File: src/rtl/rn_pkg.sv
package rn_pkg;
  localparam int DEF_WIDTH  = 4;
  localparam int DEF_NLOG   = 16;
  localparam int DEF_NPHYS  = 64;
  localparam int DEF_NCKPT  = 4;
endpackage

File: src/rtl/rn_depcheck.sv
module rn_depcheck #(
  parameter int W  = 4,
  parameter int LW = 4,
  parameter int PW = 6
) (
  input  logic [2*W*LW-1:0] src_log,
  input  logic [2*W*PW-1:0] tbl_phys,
  input  logic [W*LW-1:0]   dst_log,
  input  logic [W-1:0]      dst_vld,
  input  logic [W*PW-1:0]   new_phys,
  output logic [2*W*PW-1:0] src_phys
);
  // Operand n belongs to slot n/2; only strictly earlier slots may produce.
  for (genvar n = 0; n < 2*W; n++) begin : g_opnd
    localparam int SLOT = n / 2;
    always_comb begin
      src_phys[n*PW +: PW] = tbl_phys[n*PW +: PW];
      for (int j = 0; j < SLOT; j++) begin
        if (dst_vld[j] && (dst_log[j*LW +: LW] == src_log[n*LW +: LW]))
          src_phys[n*PW +: PW] = new_phys[j*PW +: PW];
      end
    end
  end
endmodule

File: src/rtl/rn_freelist.sv
module rn_freelist #(
  parameter int W     = 4,
  parameter int NLOG  = 16,
  parameter int NPHYS = 64,
  parameter int NCKPT = 4,
  localparam int PW   = $clog2(NPHYS),
  localparam int CKW  = $clog2(NCKPT)
) (
  input  logic              clk,
  input  logic              rst_n,
  input  logic [W-1:0]      dst_vld,
  input  logic              alloc_en,
  input  logic              rel_vld,
  input  logic [PW-1:0]     rel_preg,
  input  logic              ckpt_take,
  input  logic [CKW-1:0]    ckpt_slot,
  input  logic              restore_en,
  input  logic [CKW-1:0]    restore_slot,
  output logic [W*PW-1:0]   alloc_preg,
  output logic              alloc_ok,
  output logic [NPHYS-1:0]  free_vec
);
  logic [NPHYS-1:0] free_q, free_d;
  logic [NPHYS-1:0] since_q [NCKPT];
  logic [NPHYS-1:0] since_d [NCKPT];
  logic [PW-1:0]    pick [W];
  logic [W-1:0]     found;
  logic [NPHYS-1:0] avail;
  logic [NPHYS-1:0] used;

  // Up to W lowest free registers, each search masking the previous pick.
  always_comb begin
    avail = free_q;
    for (int k = 0; k < W; k++) begin
      found[k] = 1'b0;
      pick[k]  = '0;
      for (int p = NPHYS-1; p >= 0; p--) begin
        if (avail[p]) begin
          found[k] = 1'b1;
          pick[k]  = PW'(p);
        end
      end
      if (found[k]) avail[pick[k]] = 1'b0;
    end
  end

  // Hand picks out by rank among valid destinations.
  always_comb begin
    int rank;
    rank       = 0;
    alloc_ok   = 1'b1;
    used       = '0;
    alloc_preg = '0;
    for (int i = 0; i < W; i++) begin
      if (dst_vld[i]) begin
        for (int k = 0; k < W; k++) begin
          if (k == rank) begin
            alloc_ok = alloc_ok & found[k];
            alloc_preg[i*PW +: PW] = pick[k];
            if (found[k]) used[pick[k]] = 1'b1;
          end
        end
        rank = rank + 1;
      end
    end
  end

  always_comb begin
    free_d = free_q;
    if (alloc_en)   free_d = free_d & ~used;
    if (restore_en) free_d = free_d | since_q[restore_slot];
    if (rel_vld)    free_d[rel_preg] = 1'b1;
    for (int s = 0; s < NCKPT; s++) begin
      since_d[s] = alloc_en ? (since_q[s] | used) : since_q[s];
      if (ckpt_take && (ckpt_slot == CKW'(s))) since_d[s] = '0;
    end
  end

  always_ff @(posedge clk or negedge rst_n) begin
    if (!rst_n) begin
      for (int p = 0; p < NPHYS; p++) free_q[p] <= (p >= NLOG);
      for (int s = 0; s < NCKPT; s++) since_q[s] <= '0;
    end else begin
      free_q <= free_d;
      for (int s = 0; s < NCKPT; s++) since_q[s] <= since_d[s];
    end
  end

  assign free_vec = free_q;
endmodule

File: src/rtl/rn_maptable.sv
module rn_maptable #(
  parameter int W     = 4,
  parameter int NLOG  = 16,
  parameter int NPHYS = 64,
  parameter int NCKPT = 4,
  localparam int LW   = $clog2(NLOG),
  localparam int PW   = $clog2(NPHYS),
  localparam int CKW  = $clog2(NCKPT),
  localparam int CNW  = $clog2(NCKPT+1)
) (
  input  logic              clk,
  input  logic              rst_n,
  input  logic [W-1:0]      wr_en,
  input  logic [W*LW-1:0]   wr_log,
  input  logic [W*PW-1:0]   wr_phys,
  input  logic              ckpt_take,
  input  logic              restore_en,
  input  logic [CKW-1:0]    restore_slot,
  input  logic [2*W*LW-1:0] rd_log,
  output logic [2*W*PW-1:0] rd_phys,
  output logic [CNW-1:0]    ckpt_cnt
);
  logic [PW-1:0]  map_q [NLOG];
  logic [PW-1:0]  map_d [NLOG];
  logic [PW-1:0]  snap_q [NCKPT][NLOG];
  logic [CNW-1:0] cnt_q, cnt_d;
  logic [CKW-1:0] push_slot;

  assign push_slot = cnt_q[CKW-1:0];

  for (genvar n = 0; n < 2*W; n++) begin : g_rd
    assign rd_phys[n*PW +: PW] = map_q[rd_log[n*LW +: LW]];
  end

  // Ascending slot order lets the youngest writer of a register win.
  always_comb begin
    for (int l = 0; l < NLOG; l++) map_d[l] = map_q[l];
    if (restore_en) begin
      for (int l = 0; l < NLOG; l++) map_d[l] = snap_q[restore_slot][l];
    end else begin
      for (int i = 0; i < W; i++)
        if (wr_en[i]) map_d[wr_log[i*LW +: LW]] = wr_phys[i*PW +: PW];
    end
    cnt_d = cnt_q;
    if (restore_en)     cnt_d = CNW'(restore_slot);
    else if (ckpt_take) cnt_d = cnt_q + CNW'(1);
  end

  always_ff @(posedge clk or negedge rst_n) begin
    if (!rst_n) begin
      for (int l = 0; l < NLOG; l++) map_q[l] <= PW'(l);
      cnt_q <= '0;
    end else begin
      for (int l = 0; l < NLOG; l++) map_q[l] <= map_d[l];
      cnt_q <= cnt_d;
    end
  end

  // Snapshot storage is data only; the live count guards it.
  always_ff @(posedge clk) begin
    if (ckpt_take) begin
      for (int l = 0; l < NLOG; l++) snap_q[push_slot][l] <= map_d[l];
    end
  end

  assign ckpt_cnt = cnt_q;
endmodule

File: src/rtl/rename_unit.sv
module rename_unit #(
  parameter int W     = rn_pkg::DEF_WIDTH,
  parameter int NLOG  = rn_pkg::DEF_NLOG,
  parameter int NPHYS = rn_pkg::DEF_NPHYS,
  parameter int NCKPT = rn_pkg::DEF_NCKPT,
  localparam int LW   = $clog2(NLOG),
  localparam int PW   = $clog2(NPHYS),
  localparam int CKW  = $clog2(NCKPT),
  localparam int CNW  = $clog2(NCKPT+1)
) (
  input  logic            clk,
  input  logic            rst_n,
  input  logic            in_valid,
  input  logic [W*LW-1:0] in_src0,
  input  logic [W*LW-1:0] in_src1,
  input  logic [W*LW-1:0] in_dst,
  input  logic [W-1:0]    in_dst_vld,
  input  logic            in_ckpt_req,
  input  logic            restore_req,
  input  logic [CKW-1:0]  restore_id,
  input  logic            rel_vld,
  input  logic [PW-1:0]   rel_preg,
  output logic            out_valid,
  output logic [W*PW-1:0] out_psrc0,
  output logic [W*PW-1:0] out_psrc1,
  output logic [W*PW-1:0] out_pdst,
  output logic [CKW-1:0]  out_ckpt_id,
  output logic            stall
);
  logic [2*W*LW-1:0] rd_log;
  logic [2*W*PW-1:0] tbl_phys;
  logic [2*W*PW-1:0] src_phys;
  logic [W*PW-1:0]   alloc_preg;
  logic [NPHYS-1:0]  free_vec;
  logic [CNW-1:0]    ckpt_cnt;
  logic              alloc_ok, ckpt_full, restore_ok, fire, ckpt_take;
  logic [W-1:0]      wr_en;

  for (genvar i = 0; i < W; i++) begin : g_slot
    assign rd_log[(2*i)*LW   +: LW] = in_src0[i*LW +: LW];
    assign rd_log[(2*i+1)*LW +: LW] = in_src1[i*LW +: LW];
    assign out_psrc0[i*PW +: PW]    = src_phys[(2*i)*PW   +: PW];
    assign out_psrc1[i*PW +: PW]    = src_phys[(2*i+1)*PW +: PW];
    assign out_pdst[i*PW +: PW]     = in_dst_vld[i] ? alloc_preg[i*PW +: PW] : '0;
  end

  assign ckpt_full   = (ckpt_cnt == CNW'(NCKPT));
  assign restore_ok  = restore_req && (CNW'(restore_id) < ckpt_cnt);
  assign stall       = in_valid && (restore_req || !alloc_ok || (in_ckpt_req && ckpt_full));
  assign fire        = in_valid && !stall;
  assign ckpt_take   = fire && in_ckpt_req;
  assign wr_en       = fire ? in_dst_vld : '0;
  assign out_valid   = fire;
  assign out_ckpt_id = ckpt_cnt[CKW-1:0];

  rn_maptable #(.W(W), .NLOG(NLOG), .NPHYS(NPHYS), .NCKPT(NCKPT)) u_map (
    .clk(clk), .rst_n(rst_n), .wr_en(wr_en), .wr_log(in_dst), .wr_phys(alloc_preg),
    .ckpt_take(ckpt_take), .restore_en(restore_ok), .restore_slot(restore_id),
    .rd_log(rd_log), .rd_phys(tbl_phys), .ckpt_cnt(ckpt_cnt)
  );

  rn_depcheck #(.W(W), .LW(LW), .PW(PW)) u_dep (
    .src_log(rd_log), .tbl_phys(tbl_phys), .dst_log(in_dst), .dst_vld(in_dst_vld),
    .new_phys(alloc_preg), .src_phys(src_phys)
  );

  rn_freelist #(.W(W), .NLOG(NLOG), .NPHYS(NPHYS), .NCKPT(NCKPT)) u_free (
    .clk(clk), .rst_n(rst_n), .dst_vld(in_dst_vld), .alloc_en(fire),
    .rel_vld(rel_vld), .rel_preg(rel_preg), .ckpt_take(ckpt_take),
    .ckpt_slot(ckpt_cnt[CKW-1:0]), .restore_en(restore_ok), .restore_slot(restore_id),
    .alloc_preg(alloc_preg), .alloc_ok(alloc_ok), .free_vec(free_vec)
  );
endmodule

File: config.mk
export PLATFORM = sky130hd
export DESIGN_NAME = rename_unit
export DESIGN_NICKNAME = d
export VERILOG_FILES = /design/src/rtl/rn_pkg.sv /design/src/rtl/rn_depcheck.sv /design/src/rtl/rn_freelist.sv /design/src/rtl/rn_maptable.sv /design/src/rtl/rename_unit.sv
export SDC_FILE = /design/constraint.sdc
export NUM_CORES = 2
export LEC_CHECK = 0
export BUFFER_PORTS_ARGS = -buffer_cell sky130_fd_sc_hd__buf_2
export CAP_MARGIN = 20
export CORE_ASPECT_RATIO = 2
export CORE_UTILIZATION = 45
export CTS_CLUSTER_DIAMETER = 120
export DETAILED_ROUTE_END_ITERATION = 8
export PLACE_DENSITY_LB_ADDON = 0.15
export SETUP_SLACK_MARGIN = 0.02
export SYNTH_ARGS = -nofsm -noshare
export SYNTH_HDL_FRONTEND = slang
export SYNTH_SLANG_ARGS = --single-unit
File: constraint.sdc
create_clock -name clk -period 17 [get_ports clk]
set_clock_uncertainty 0.1 [all_clocks]
set_input_delay 3.4 -clock clk [delete_from_list [all_inputs] [get_ports clk]]
set_output_delay 3.4 -clock clk [all_outputs]
set_load 0.005 [all_outputs]
==> summary.md, run 1 <==
| Metric | Value |
|---|---|
| Resize count post-CTS | 0 |
| Cell Rows | 181 |
| Total clock buffers created by CTS | 73 |
| Clock Sinks | 803 |
| Setup bufs post-CTS | 0 |
| Mapped Nets | 5395 |
| Mean area per synthesized cell | 10.4 sq um |
| Grt ovf | 429 |
| Cell count after synthesis | 5320 |
| CTS Root Cell | clkbuf_16 |
| Starting Density | 45.5% |
| Die Width | 250 um |
| Top_reg_cell synth | edfxtp_1 |
| Vias in the first global route | 63300 |
| Die Span Y | 499 um |
| Cts hold-fix bufs | 0 |
| Mapped cell area | 55500 sq um |
| Number of flops mapped to enable cells by yosys | 384 |
| Gr usage total | 64.3% |
| Dpl ws | 1.76 ns |
| Failed at | 5_1_grt |
| Yosys warns | 0 |
| CTS H-Tree Depth | 3 |
| First Error | [ERROR GRT-0116] Global routing finished with congestion. Check the congestion regions in the DRC Viewer. |
| Post-synthesis sequential area ratio | 39.8% |
| Register bit count reported by yosys | 803 |
| Ys async rst share | 52.2% |
| I/O Buffers | 141 |
| IO Count | 142 |
| Deepest clock path buffer count | 3 |
| Largest net degree at the start of global routing | 169 |
| First-pass GRT wire length | 574000 um |
| Post-DP HPWL | 253000 um |
| Status | did not finish |
| RePlAce Congestion | 1.18 |
| Synth cell types | 118 |
per-layer routing:
metal | GRT overflow | GRT usage (%)
met1 | 0 | 63.6
met5 | 4 | 14.5
met2 | 248 | 87.6
met3 | 14 | 40.1
met4 | 163 | 65.3
cell usage after synthesis, types with 39 or more instances:
| master | count | share of area (%) |
|---|---|---|
| buf_1 | 69 | 0.47 |
| edfxtp_1 | 384 | 21 |
| nor2_1 | 371 | 2.5 |
| a211oi_1 | 108 | 1.5 |
| mux2i_1 | 103 | 1.9 |
| a221o_1 | 76 | 1.4 |
| a221oi_1 | 52 | 0.82 |
| clkbuf_1 | 299 | 2.0 |
| o31ai_1 | 68 | 0.92 |
| o21ai_0 | 208 | 1.9 |
| o21ai_1 | 50 | 0.45 |
| inv_1 | 256 | 1.7 |
| buf_2 | 60 | 0.54 |
| nand4_1 | 45 | 0.51 |
| o31a_1 | 39 | 0.62 |
| nand2_1 | 329 | 2.2 |
| mux4_2 | 400 | 16 |
| nor3_1 | 206 | 1.9 |
| or3_1 | 51 | 0.57 |
| nor4_1 | 54 | 0.61 |
| o21a_1 | 42 | 0.57 |
| nand3_1 | 94 | 0.85 |
| a222oi_1 | 49 | 0.88 |
| dfrtp_1 | 339 | 15 |
| o211ai_1 | 53 | 0.72 |
| o22ai_1 | 104 | 1.2 |
| a21oi_1 | 534 | 4.8 |
| dfstp_2 | 80 | 3.8 |
| a31oi_1 | 76 | 0.86 |
| a22oi_1 | 45 | 0.61 |
metrics by stage:
| stage | cell area [sq um] | std cells | util, % | hold slack (ns) |
|---|---|---|---|---|
| after floorplan | 55500 | 5320 | - | 0.359 |
| after global placement | 59500 | 6942 | 48.8 | 0.368 |
| after detailed placement | 59600 | 6952 | 48.9 | 0.379 |
| after CTS | 62200 | 7088 | 51.0 | 0.394 |
kinds of logic after synthesis:
kind of cell,Yosys count,share of synthesized area [%]
fa+ha+maj,13,0.275
compound gates,1862,23.6
simple gates,1365,12.0
mux,521,18.5
flops,803,39.8
buf+inv,706,5.05
xor+xnor,50,0.789
==> run 2: changes to the inputs <==
--- a/config.mk
+++ b/config.mk
@@ -7,12 +7,9 @@
 export LEC_CHECK = 0
 export BUFFER_PORTS_ARGS = -buffer_cell sky130_fd_sc_hd__buf_2
 export CAP_MARGIN = 20
-export CORE_ASPECT_RATIO = 2
-export CORE_UTILIZATION = 45
-export CTS_CLUSTER_DIAMETER = 120
+export CORE_UTILIZATION = 30
 export DETAILED_ROUTE_END_ITERATION = 8
 export PLACE_DENSITY_LB_ADDON = 0.15
-export SETUP_SLACK_MARGIN = 0.02
 export SYNTH_ARGS = -nofsm -noshare
 export SYNTH_HDL_FRONTEND = slang
 export SYNTH_SLANG_ARGS = --single-unit
==> run 2 against run 1 <==
The flow now finishes, with violations (design-rule violations). Synthesized cell count did not move. Synthesized area did not move.
==> summary.md, run 2 <==
| Metric | Value |
|---|---|
| Worst Setup Start Kind | register |
| Int Pwr | 5.52 mW |
| Violated checks | design-rule violations |
| Setup bufs post-CTS | 0 (unchanged) |
| VDD IR-drop max | 0.000103 V |
| IO Count | 142 (unchanged) |
| Post-synthesis sequential area ratio | 39.8% (unchanged) |
| Die Width | 432 um (+73%) |
| CTS tree | yes |
| Comb pwr share | 45.6% |
| Total power | 10.3 mW |
| Register bit count reported by yosys | 803 (unchanged) |
| Die Span Y | 432 um (-13%) |
| Synth cell types | 118 (unchanged) |
| Final Cell Area | 62800 sq um |
| Wirelength per Cell | 36.7 um |
| Drt drc | 15 |
| Nets | 5423 |
| Final min period | 16.57 ns |
| Fill cells | 18600 |
| Final TNS setup | 0 ns |
| Max-slew violation count | 0 |
| Pre-Repair DR Iteration Count | 9 |
| Clock Sinks | 803 (unchanged) |
| Via density | 6.66 |
| RSZ-0062 raised after global routing | false |
| Status | finished with violations |
| Starting Density | 30.3% (-15 points) |
| CP delay by family, top | compound AO/OA/AOI/OAI gates |
| Mean area per synthesized cell | 10.4 sq um (unchanged) |
| Period Utilization, post-route | 97.5% |
| 1st-iter DRT viols | 7897 |
| Crit-path max FO | 21 |
| Layout cells sized above 1 | 22.3% |
| CP bufs+invs | 4 |
| Commonest cells after routing, fill and taps aside | 526 x a21oi_1, 400 x mux4_2, 384 x edfxtp_1, 361 x nor2_1, 339 x dfrtp_1 |
| Initial antenna violation count | 26 |
| Area grow syn2layout | 13.1% |
| Cts hold-fix bufs | 0 (unchanged) |
| Worst Path Arrival | 13.07 ns |
| CP max-delay cell | nor4_1 |
| Final setup viols | 0 |
| Required @ worst endpoint | 13.50 ns |
| Max-cap viol count | 0 |
| Largest net degree at the start of global routing | 141 |
| Synth area leader | edfxtp_1 |
| Clk pin slew, worst setup/hold paths | 0.07 ns |
| Post-synth top area share | 20.8% (unchanged) |
| Seq pwr share | 34.5% |
| Resize count post-CTS | 0 (unchanged) |
| Vias in the first global route | 50200 |
| Final ANT Viol Nets | 0 |
| Met3 WL | 34300 um |
| Commonest cells in the netlist | 534 x a21oi_1, 400 x mux4_2, 384 x edfxtp_1, 371 x nor2_1, 339 x dfrtp_1 |
| Routed met1 length | 118000 um |
| Top flop regs | u_map.snap_q: 384 flops, u_free.since_q: 256 flops, u_map.map_q: 96 flops |
| First-pass GRT wire length | 404000 um |
| Post-Route WL | 290000 um |
| Critical path endpoint category | primary output |
| Most common cell in the netlist | a21oi_1 |
| Switching power | 4.77 mW |
| Top reg by flops | u_map.snap_q |
| Clock Power Share | 19.9% |
| Number of flops mapped to enable cells by yosys | 384 (unchanged) |
| Yosys warns | 0 (unchanged) |
| Top sig layer | met5 |
| Total clock buffers created by CTS | 91 (+25%) |
| Fmax | 0.0603 GHz |
| Top_reg_cell synth | edfxtp_1 |
| Most common cell after layout, fill and taps aside | a21oi_1 |
| Dpl cell area | 59500 sq um (-0.15%) |
| Cell count after synthesis | 5320 (unchanged) |
| Mapped Nets | 5395 (unchanged) |
| Grt ovf | 0 |
| CTS H-Tree Depth | 3 (unchanged) |
| Ys async rst share | 52.2% (unchanged) |
| CP peak stage delay | 1.17 ns |
| Mapped cell area | 55500 sq um (unchanged) |
| Top post-synthesis cells by area | edfxtp_1 21%, mux4_2 16%, dfrtp_1 15% |
| Switching share of total power | 46.4% |
| Core area | 183000 sq um |
| Total number of vias | 52600 |
| Rel. slew slack | 6.94% |
| Gr usage total | 30.4% |
| CTS Root Cell | clkbuf_16 |
| Hold Fails Final Rpt | 0 |
| Cell Rows | 157 (-13%) |
| Actual slew at the worst max-slew pin | 1.40 ns |
| Met2 Wirelength | 119000 um |
| Die area | 187000 sq um |
| I/O Buffers | 141 (unchanged) |
| RePlAce Congestion | 1.10 (-6.4%) |
| P_leak | 21.8 nW |
| Setup CP Type | register to primary output |
| Hold Path Class | register to register |
| Post-DP HPWL | 214000 um (-15%) |
| Max reg flops | 384 |
| Clock latency on the worst-skew pair | 0.74 ns |
| Deepest clock path buffer count | 3 (unchanged) |
| Power Dens Cells | 164 nW/um^2 |
[run 2: cell families after synthesis]
kind of cell             synth area share (%)
AO/OA/AOI/OAI                            23.6
AND/OR/NAND/NOR                          12.0
flip-flops                               39.8
buffers and inverters                    5.05
multiplexers                             18.5
XOR/XNOR                                0.789
adder cells (fa/ha/maj)                 0.275
[run 2: final cells by class]
type	count	area, sq um	share of cell area [%]
sequential	803	22100	35.2
inverter	263	1010	1.60
antenna	7	17.5	0.0279
timing repair buffer	378	2570	4.09
multi-input combinational	3811	30800	49.1
clock buffer	140	2670	4.26
clock inverter	31	480	0.765
tap	2464	3080	4.91
[run 2: worst register-to-register path: cells and delay by family (launching register included)]
family          cells  cell delay (ns)
flops               1             0.43
simple gates        7             4.17
compound gates     18             7.93
buf+inv             4             1.48
[run 2: power by group through the flow]
stage | sequential [mW] | clock, mW | combinational, mW
global placement | 3.50 | 0 | 4.47
finish | 3.55 | 2.05 | 4.69
floorplan | 3.09 | 0 | 2.69
global route | 3.57 | 2.17 | 4.84
detailed placement | 3.52 | 0 | 4.49
CTS | 3.48 | 2.10 | 4.50
[run 2: layer usage]
metal  up-vias  GRT usage (%)
met5         -              0
met4        22           16.5
met3       833           9.69
met2      3596           42.7
met1     26900           41.2
li1      21200              -
[run 2: through the flow]
stage / worst slack, ns / utilization [%] / hold slack (ns) / instances
2_1_floorplan: 5.05 / - / 0.359 / 5320
3_3_place_gp: 1.52 / 32.4 / 0.367 / 7702
3_5_place_dp: 1.72 / 32.5 / 0.375 / 7709
4_1_cts: 0.950 / 34.2 / 0.387 / 7880
5_1_grt: 0.0232 / 34.2 / 0.402 / 7894
6_report: 0.426 / 34.2 / 0.388 / 7897
[run 2: path summary, 6_finish.rpt]
path / depth (start not counted) / slack [ns] / from / endpoint
max in group asynchronous: 3 / 11.90 / rst_n / u_map.map_q[13]$_DFF_PN0_
min in group asynchronous: 1 / 2.64 / rst_n / u_free.since_q[251]$_DFFE_PN0P_
worst min register to register: 1 / 0.39 / u_free.since_q[126]$_DFFE_PN0P_ / u_free.since_q[126]$_DFFE_PN0P_
worst max-delay path: 30 / 0.43 / u_free.free_vec[23]$_DFF_PN1_ / out_psrc0[21]
worst min-delay path: 1 / 0.39 / u_free.since_q[126]$_DFFE_PN0P_ / u_free.since_q[126]$_DFFE_PN0P_
worst max register to register: 29 / 2.70 / u_free.free_vec[23]$_DFF_PN1_ / u_free.since_q[120]$_DFFE_PN0P_
Note: power is estimated with default switching activity, not from simulation.
